--- src/rtl/can_acc_pkg.sv ---
package can_acc_pkg;

    localparam int SID_W  = 11;
    localparam int EID_W  = 18;
    localparam int DLC_W  = 4;
    localparam int DCNT_W = 5;

    typedef struct packed {
        logic              ide;
        logic [SID_W-1:0]  sid;
        logic [EID_W-1:0]  eid;
        logic [DLC_W-1:0]  dlc;
        logic [7:0]        b0;
        logic [7:0]        b1;
        logic [7:0]        b2;
    } frame_t;

    typedef struct packed {
        logic [SID_W-1:0] sid;
        logic [EID_W-1:0] eid;
    } ident_t;

    // Payload bits reordered so that index k lines up with extension bit k:
    // k = 0 carries byte0 bit 7, k = 17 carries byte2 bit 6.
    function automatic logic [EID_W-1:0] payload_rev(input logic [7:0] b0,
                                                     input logic [7:0] b1,
                                                     input logic [7:0] b2);
        logic [EID_W-1:0] v;
        logic [EID_W-1:0] r;
        v = {b0, b1, b2[7:6]};
        for (int k = 0; k < EID_W; k++) r[k] = v[EID_W-1-k];
        return r;
    endfunction

    // Bits of the extension field that take part in a payload compare.
    function automatic logic [EID_W-1:0] payload_span(input logic [DCNT_W-1:0] n);
        logic [EID_W-1:0] m;
        for (int k = 0; k < EID_W; k++) m[k] = (DCNT_W'(k) < n);
        return m;
    endfunction

endpackage

--- src/rtl/can_acc_cmp.sv ---
module can_acc_cmp
    import can_acc_pkg::*;
(
    input  logic              en,
    input  frame_t            frm,
    input  logic [DCNT_W-1:0] dcnt,
    input  ident_t            pat,
    input  ident_t            msk,
    output logic              hit
);
    logic             sid_ok;
    logic             eid_ok;
    logic [EID_W-1:0] eid_ref;
    logic [EID_W-1:0] eid_sel;

    always_comb begin
        sid_ok  = ((frm.sid ^ pat.sid) & msk.sid) == '0;
        eid_ref = frm.ide ? frm.eid : payload_rev(frm.b0, frm.b1, frm.b2);
        eid_sel = frm.ide ? '1 : payload_span(dcnt);
        eid_ok  = ((eid_ref ^ pat.eid) & msk.eid & eid_sel) == '0;
        hit     = en & sid_ok & eid_ok;
    end
endmodule

--- src/rtl/can_acc_pick.sv ---
module can_acc_pick #(
    parameter int N     = 4,
    parameter int IDX_W = 2
) (
    input  logic [N-1:0]     req,
    output logic             any,
    output logic [IDX_W-1:0] idx
);
    always_comb begin
        any = |req;
        idx = '0;
        for (int i = N - 1; i >= 0; i--) begin
            if (req[i]) idx = IDX_W'(i);
        end
    end
endmodule

--- src/rtl/can_acc_filter.sv ---
module can_acc_filter
    import can_acc_pkg::*;
#(
    parameter int NUM_FILT  = 4,
    parameter int NUM_QUEUE = 32,
    localparam int IDX_W    = (NUM_FILT > 1) ? $clog2(NUM_FILT) : 1,
    localparam int DEST_W   = (NUM_QUEUE > 1) ? $clog2(NUM_QUEUE) : 1
) (
    input  logic                       clk,
    input  logic                       rst,
    input  logic                       frm_valid,
    input  logic                       frm_ide,
    input  logic [SID_W-1:0]           frm_sid,
    input  logic [EID_W-1:0]           frm_eid,
    input  logic [DLC_W-1:0]           frm_dlc,
    input  logic [7:0]                 frm_byte0,
    input  logic [7:0]                 frm_byte1,
    input  logic [7:0]                 frm_byte2,
    input  logic [DCNT_W-1:0]          data_cnt,
    input  logic [NUM_FILT-1:0]        flt_en,
    input  logic [NUM_FILT*SID_W-1:0]  flt_sid,
    input  logic [NUM_FILT*EID_W-1:0]  flt_eid,
    input  logic [NUM_FILT*SID_W-1:0]  msk_sid,
    input  logic [NUM_FILT*EID_W-1:0]  msk_eid,
    input  logic [NUM_FILT*DEST_W-1:0] flt_dest,
    input  logic [NUM_QUEUE-1:0]       q_is_tx,
    output logic                       res_valid,
    output logic                       res_accept,
    output logic                       res_err,
    output logic [IDX_W-1:0]           res_idx,
    output logic [DEST_W-1:0]          res_dest
);
    frame_t              frm;
    logic [NUM_FILT-1:0] hits;
    logic                any_hit;
    logic [IDX_W-1:0]    win;
    logic [DEST_W-1:0]   win_dest;
    logic                frm_err;
    logic                accept;

    assign frm = '{ide: frm_ide, sid: frm_sid, eid: frm_eid, dlc: frm_dlc,
                   b0: frm_byte0, b1: frm_byte1, b2: frm_byte2};

    for (genvar g = 0; g < NUM_FILT; g++) begin : g_flt
        ident_t pat;
        ident_t msk;
        assign pat = '{sid: flt_sid[g*SID_W +: SID_W], eid: flt_eid[g*EID_W +: EID_W]};
        assign msk = '{sid: msk_sid[g*SID_W +: SID_W], eid: msk_eid[g*EID_W +: EID_W]};
        can_acc_cmp u_cmp (
            .en   (flt_en[g]),
            .frm  (frm),
            .dcnt (data_cnt),
            .pat  (pat),
            .msk  (msk),
            .hit  (hits[g])
        );
    end

    can_acc_pick #(.N(NUM_FILT), .IDX_W(IDX_W)) u_pick (
        .req (hits),
        .any (any_hit),
        .idx (win)
    );

    always_comb begin
        win_dest = flt_dest[win*DEST_W +: DEST_W];
        frm_err  = ~frm_ide & (data_cnt != '0) & (frm_dlc == '0);
        accept   = any_hit & ~frm_err & (win_dest != '0) & ~q_is_tx[win_dest];
    end

    always_ff @(posedge clk) begin
        if (rst || !frm_valid) begin
            res_valid  <= 1'b0;
            res_accept <= 1'b0;
            res_err    <= 1'b0;
            res_idx    <= '0;
            res_dest   <= '0;
        end else begin
            res_valid  <= 1'b1;
            res_accept <= accept;
            res_err    <= frm_err;
            res_idx    <= accept ? win : '0;
            res_dest   <= accept ? win_dest : '0;
        end
    end
endmodule

--- config.mk ---
export PLATFORM = sky130hd
export DESIGN_NAME = can_acc_filter
export DESIGN_NICKNAME = d
export VERILOG_FILES = /design/src/rtl/can_acc_pkg.sv /design/src/rtl/can_acc_cmp.sv /design/src/rtl/can_acc_pick.sv /design/src/rtl/can_acc_filter.sv
export SDC_FILE = /design/constraint.sdc
export NUM_CORES = 1
export LEC_CHECK = 0
export ABC_AREA = 1
export BUFFER_PORTS_ARGS = -buffer_cell sky130_fd_sc_hd__buf_2
export CELL_PAD_IN_SITES_DETAIL_PLACEMENT = 0
export CELL_PAD_IN_SITES_GLOBAL_PLACEMENT = 1
export CORE_MARGIN = 2
export CORE_UTILIZATION = 29
export CTS_CLUSTER_SIZE = 10
export DETAILED_ROUTE_END_ITERATION = 12
export PLACE_DENSITY_LB_ADDON = 0.1
export REMOVE_ABC_BUFFERS = 1
export SETUP_SLACK_MARGIN = 0.05
export SKIP_CTS_REPAIR_TIMING = 1
export SLEW_MARGIN = 15
export SYNTH_ARGS = -nofsm -noshare
export SYNTH_HDL_FRONTEND = slang
export SYNTH_HIERARCHICAL = 1
export SYNTH_SLANG_ARGS = --single-unit
--- constraint.sdc ---
create_clock -name clk -period 3.75 [get_ports clk]
set_input_delay 0.1875 -clock clk [delete_from_list [all_inputs] [get_ports clk]]
set_output_delay 0.1875 -clock clk [all_outputs]
set_load 0.005 [all_outputs]
Word level (Yosys, flattened, before mapping)

Index checks and enable logic that the tools add are counted.

Bits in registers: 10
Bits of input ports: 354
Word-level logic and storage cells: 87

Multipliers: 1
Magnitude comparators: 19
Shift operators: 1
Muxes and demuxes: 9
Bitwise operators: 37
Reductions and logical operators: 15

Operators with widths:

| kind                | number |
|---|---|
| $and 18x18->18      | 8 |
| $logic_not 18->1    | 4 |
| $xor 18x18->18      | 4 |
| $and 11x11->11      | 4 |
| $logic_not 11->1    | 4 |
| $xor 11x11->11      | 4 |
| $lt 4x5->1 const A  | 8 |
| $mux 18             | 2 |
| $lt 3x5->1 const A  | 4 |
| $shiftx 20x6->5     | 1 |
| $and 1x1->1         | 13 |
| $lt 1x5->1 const A  | 2 |
| $lt 2x5->1 const A  | 2 |
| $lt 5x5->1 const A  | 2 |
| $reduce_bool 5->1   | 2 |
| $mux 2              | 4 |
| $lt 5x6->1 const B  | 1 |
| $bmux 1 s5          | 1 |
| $mul 2x3->5 const B | 1 |
| $logic_not 4->1     | 1 |
| $not 1->1           | 4 |
| $reduce_or 4->1     | 1 |
| $mux 1              | 2 |
| $reduce_or 2->1     | 1 |
| 2 further kinds     | 2 |

Depth between registers and ports, before layout

Depth after elaboration: 18
Mapped depth: 32

Hierarchy

The synthesis kept the hierarchy.

Modules (own cells, without submodules):

| module         | times used | cells an instance | area each (µm²) | sequential area each (µm²) |
|---|---|---|---|---|
| can_acc_cmp    | 4          | 292               | 1255.0          | 0.0 |
| can_acc_filter | 1          | 170               | 1104.8          | 200.2 |
| can_acc_pick   | 1          | 9                 | 46.3            | 0.0 |

Worst setup path after synthesis

OpenSTA, ideal clock, no wires.

Path type: input port to flip-flop
Start: input frm_ide
End: register res_dest[2]
Library setup time: 0.117 ns
Data arrival time: 2.460 ns
Data required time: 3.633 ns
Path slack: 1.173 ns
Cell stages on the path: 25
Buffers on the path: 3
Cell sequence: buf_6 > nor2_4 > buf_6 > nand3_1 > nand2_1 > inv_1 > nand2_1 > nand2_1 > nor2_1 > nand3_1 > nor2_1 > inv_1 > a21oi_2 > inv_4 > nand3_4 > nand2_4 > buf_12 > nand2_1 > nand3_1 > nand3_1 > nand3_1 > nand2_2 > nand2_2 > nand3_4 > nor2_2

Cells in the longest elaborated chain, start to end: 18

Ends and longest elaborated chain:

| what                         | line                 | text |
|---|---|---|
| from (decl)                  | can_acc_filter.sv:12 | `input logic frm_ide,` |
| $mux 18                      | can_acc_cmp.sv:18    | `eid_ref = frm.ide ? frm.eid : payload_rev(frm.b0, frm.b1, frm.b2);` |
| $xor 18x18->18               | can_acc_cmp.sv:20    | `eid_ok = ((eid_ref ^ pat.eid) & msk.eid & eid_sel) == '0;` |
| $and 18x18->18               | can_acc_cmp.sv:20    |  |
| $and 18x18->18 *             | can_acc_cmp.sv:20    |  |
| $logic_not 18->1 *           | can_acc_cmp.sv:20    |  |
| $and 1x1->1 *                | can_acc_cmp.sv:21    | `hit = en & sid_ok & eid_ok;` |
| via hits[3]                  | can_acc_filter.sv:34 | `logic [NUM_FILT-1:0] hits;` |
| $mux 2 * (4 in series)       | can_acc_pick.sv:13   | `if (req[i]) idx = IDX_W'(i);` |
| via win[1]                   | can_acc_filter.sv:36 | `logic [IDX_W-1:0] win;` |
| $mul 2x3->5 *                | can_acc_filter.sv:66 | `win_dest = flt_dest[win*DEST_W +: DEST_W];` |
| $shiftx 20x6->5 *            | can_acc_filter.sv:66 |  |
| $bmux 1 s5                   | can_acc_filter.sv:68 | `accept = any_hit & ~frm_err & (win_dest != '0) & ~q_is_tx[win_dest];` |
| $mux 1 (not written as such) | can_acc_filter.sv:68 |  |
| $not 1->1                    | can_acc_filter.sv:68 |  |
| $and 1x1->1                  | can_acc_filter.sv:68 |  |
| $not 1->1 (no line)          | n/a                  |  |
| $reduce_or 2->1 (no line)    | n/a                  |  |
| to (signal assigned)         | can_acc_filter.sv:83 | `res_dest <= accept ? win_dest : '0;` |
| to (decl)                    | can_acc_filter.sv:31 | `output logic [DEST_W-1:0] res_dest` |

The timed path passes the listed nets; every way through them passes the cells marked *. The select of a mux whose other input is x is not followed.
A chain may end at the register's enable or synchronous reset.

Final worst setup path

Start: input data_cnt[4]
End: register res_idx[0]

RTL lines:

| what                                     | line                 | text |
|---|---|---|
| from (decl)                              | can_acc_filter.sv:19 | `input logic [DCNT_W-1:0] data_cnt,` |
| $lt 1x5->1, or another cell as far along | can_acc_pkg.sv:38    | `for (int k = 0; k < EID_W; k++) m[k] = (DCNT_W'(k) < n);` |
| $mux 18 *                                | can_acc_cmp.sv:19    | `eid_sel = frm.ide ? '1 : payload_span(dcnt);` |
| $and 18x18->18 *                         | can_acc_cmp.sv:20    |  |
| $logic_not 18->1 *                       | can_acc_cmp.sv:20    |  |
| $and 1x1->1 *                            | can_acc_cmp.sv:21    |  |
| via hits[0]                              | can_acc_filter.sv:34 |  |
| $mux 2 *                                 | can_acc_pick.sv:13   |  |
| via win[1]                               | can_acc_filter.sv:36 |  |
| $mul 2x3->5 *                            | can_acc_filter.sv:66 |  |
| $shiftx 20x6->5 *                        | can_acc_filter.sv:66 |  |
| $bmux 1 s5                               | can_acc_filter.sv:68 |  |
| $mux 1 (not written as such)             | can_acc_filter.sv:68 |  |
| $not 1->1                                | can_acc_filter.sv:68 |  |
| $and 1x1->1 *                            | can_acc_filter.sv:68 |  |
| $not 1->1 (no line) *                    | n/a                  |  |
| $reduce_or 2->1 (no line) *              | n/a                  |  |
| to (signal assigned)                     | can_acc_filter.sv:82 | `res_idx <= accept ? win : '0;` |
| to (decl)                                | can_acc_filter.sv:30 | `output logic [IDX_W-1:0] res_idx,` |

Marks and branches as above.

==> run metrics <==
outcome=complete, no violations; H-tree Lvls=1; drt total wl=27.4 mm; Final Power=0.00113 W; Placed Area=8190 µm²; Die Width=150 µm; Syn Inst Count=1347; fin util=39.6%; PortBufs=357; Tot GR Track Use=23.3%; CP required=3.93 ns; core area=21000 µm²; Syn Area/Cell=4.58 µm²; Root Buffer=clkbuf_16; fmax=301 MHz; DRT Pass-1 Iters=5; clk buf depth=2; largest net degree at the start of global routing=31; HP Class=primary input to register; post-DP HPWL=23.7 mm; Sink Count=10; sequential area share after synthesis=3.24%; synth warn=6; share of layout cells above drive strength 1=25.4%; fin crit share=88.7%; WP data arrival=3.50 ns; via/cell ratio=4.51; vias=8947; CTS tree=yes; antenna violations before repair=10; initial core utilization=29.4%; cell area after layout=8300 µm²; Post-Syn Area=6170 µm²; IO Pins=364; Final TNS setup=0 ns; Pins Over Slew Limit=0; worst slew pin tran=0.402 ns; Num CTS Buffers=3; RSZ-0062 raised after global routing=false; Power Density=136 nW/µm²; final hold vios=0; final setup vio count=0; NumNets Final=2058; global-route wire length before repair=41.1 mm; Post-DRT Antenna Nets=0; register bit count reported by yosys=10; Iteration-0 DRC Markers=420; Non-Filler Instances=1986; vias in the first global route=8153; wire per inst=13.8 µm; Inst Count DP=1974; max_cap viols=0; Worst VDD drop=77.9 µV; Placer Congestion=0.899; Area Overhead vs Synth=34.5%; Remaining DRCs=0; Setup crit end kind=register; Max-slew headroom=73.2%; Vert. Die Dim=150 µm; CP Class=primary input to register; Worst Path Max Fanout=18; # rows=53; total gr overflow=0; crit start category=primary input; LEAKAGE=5.52 nW; min Tclk post-route=3.32 ns; Distinct cells, synth=31; clock-pin slew on the worst setup and hold paths=0.04 ns; Die Area=22500 µm²
## per-layer routing
| layer | global-route usage [%] | up-vias | share of wire (%) |
|---|---|---|---|
| li1 | - | 4804 | - |
| met1 | 30.4 | 3794 | 43 |
| met2 | 39.7 | 314 | 46 |
| met3 | 4.18 | 33 | 8.9 |
| met4 | 5.33 | 2 | 1.7 |
| met5 | 0 | - | 0.047 |
## per-stage QoR
stage | worst slack, ns | hold slack, ns
after floorplan | 1.07 | 0.264
after global routing | 0.0610 | 0.133
final | 0.425 | 0.118
after global placement | 0.0548 | 0.373
after detailed placement | 0.0409 | 0.371
after CTS | 0.283 | 0.117
## synthesized netlist by cell type, drive strengths merged
master,count,area (µm²)
inv,250,956
buf,26,302
o211ai,5,37.5
nand4,14,87.6
nand2,640,2430
a21oi,3,26.3
nand3,156,838
nor2,135,554
or2,7,43.8
clkinv,5,18.8
dfxtp,10,200
nor3,7,35.0
nand3b,63,480
o21ai,17,85.1
a32oi,1,16.3
a21boi,8,60.1
## where the power goes
| part | switching, W | internal [W] |
|---|---|---|
| clock network | 0.0000527 | 0.000161 |
| registers | 0.000000157 | 0.000107 |
| logic | 0.000473 | 0.000339 |
## cells by family after synthesis
family | share of synthesized area, %
buf+inv | 20.7
flops | 3.24
simple gates | 72.4
compound gates | 3.65
## flip-flops by register name, indices dropped and copies added, names as in the netlist
name        flops
res_dest        5
res_err         1
res_accept      1
res_valid       1
res_idx         2
## worst paths after layout
path | from | end | slack [ns] | cells after the start
setup / recovery | data_cnt[4] | res_idx[0]$_SDFF_PP0_ | 0.43 | 28
hold / removal | rst | res_err$_SDFF_PN0_ | 0.12 | 2
## critical path, stage by stage
cell and delay (ns):
buf_2 0.21, buf_4 0.20, nor2_4 0.24, nand2_1 0.15, nor2_1 0.17, nor2_1 0.09, nand2_1 0.06, nand2_1 0.04
nor2_1 0.21, nand3_1 0.11, nor2_1 0.21, inv_1 0.09, nand2_1 0.08, a21oi_2 0.03, buf_4 0.16, inv_4 0.10
nand3_4 0.17, nand2_4 0.23, nand2_1 0.09, nand3_2 0.06, nand2_1 0.06, nand2_1 0.05, nand2_1 0.06, inv_2 0.06
nand2_2 0.06, nand2_2 0.07, nand3_4 0.14, nor2_2 0.11
## layout by cell type (no fill, tap or decap), types with 2 or more instances in the layout
cell       synthesis  final
clkbuf_16          0      3
inv_2             10     10
o21ai_1            9      9
nand4_1           14     14
nand2_1          631    631
inv_1            234    234
nand3_2            4      4
nand2_2            8      8
inv_4              5      5
nor3_1             7      7
or2_1              6      6
buf_12             1      2
diode_2            0      8
dfxtp_1           10     10
a21oi_2            3      2
nor2_1           124    124
nand3b_1          61     61
nand3_1          149    149
nor2_2             7      7
buf_2              0    356
o21ai_0            8      8
o211ai_1           5      5
a21boi_0           8      8
nand3_4            3      3
nor2_4             4      4
clkinv_1           5      5
buf_4              1     20
nand3b_2           2      2
## layout make-up
| cell class | count | area, µm² |
|---|---|---|
| diodes | 8 | 20.0 |
| inverters | 255 | 975 |
| clock buffers | 4 | 88.8 |
| repair buffers | 378 | 1970 |
| well taps | 275 | 344 |
| multi-input cells | 1056 | 4700 |
| flip-flops and latches | 10 | 200 |
| fillers | 2587 | 12700 |
No activity file was read; power rests on OpenSTA's default activity.
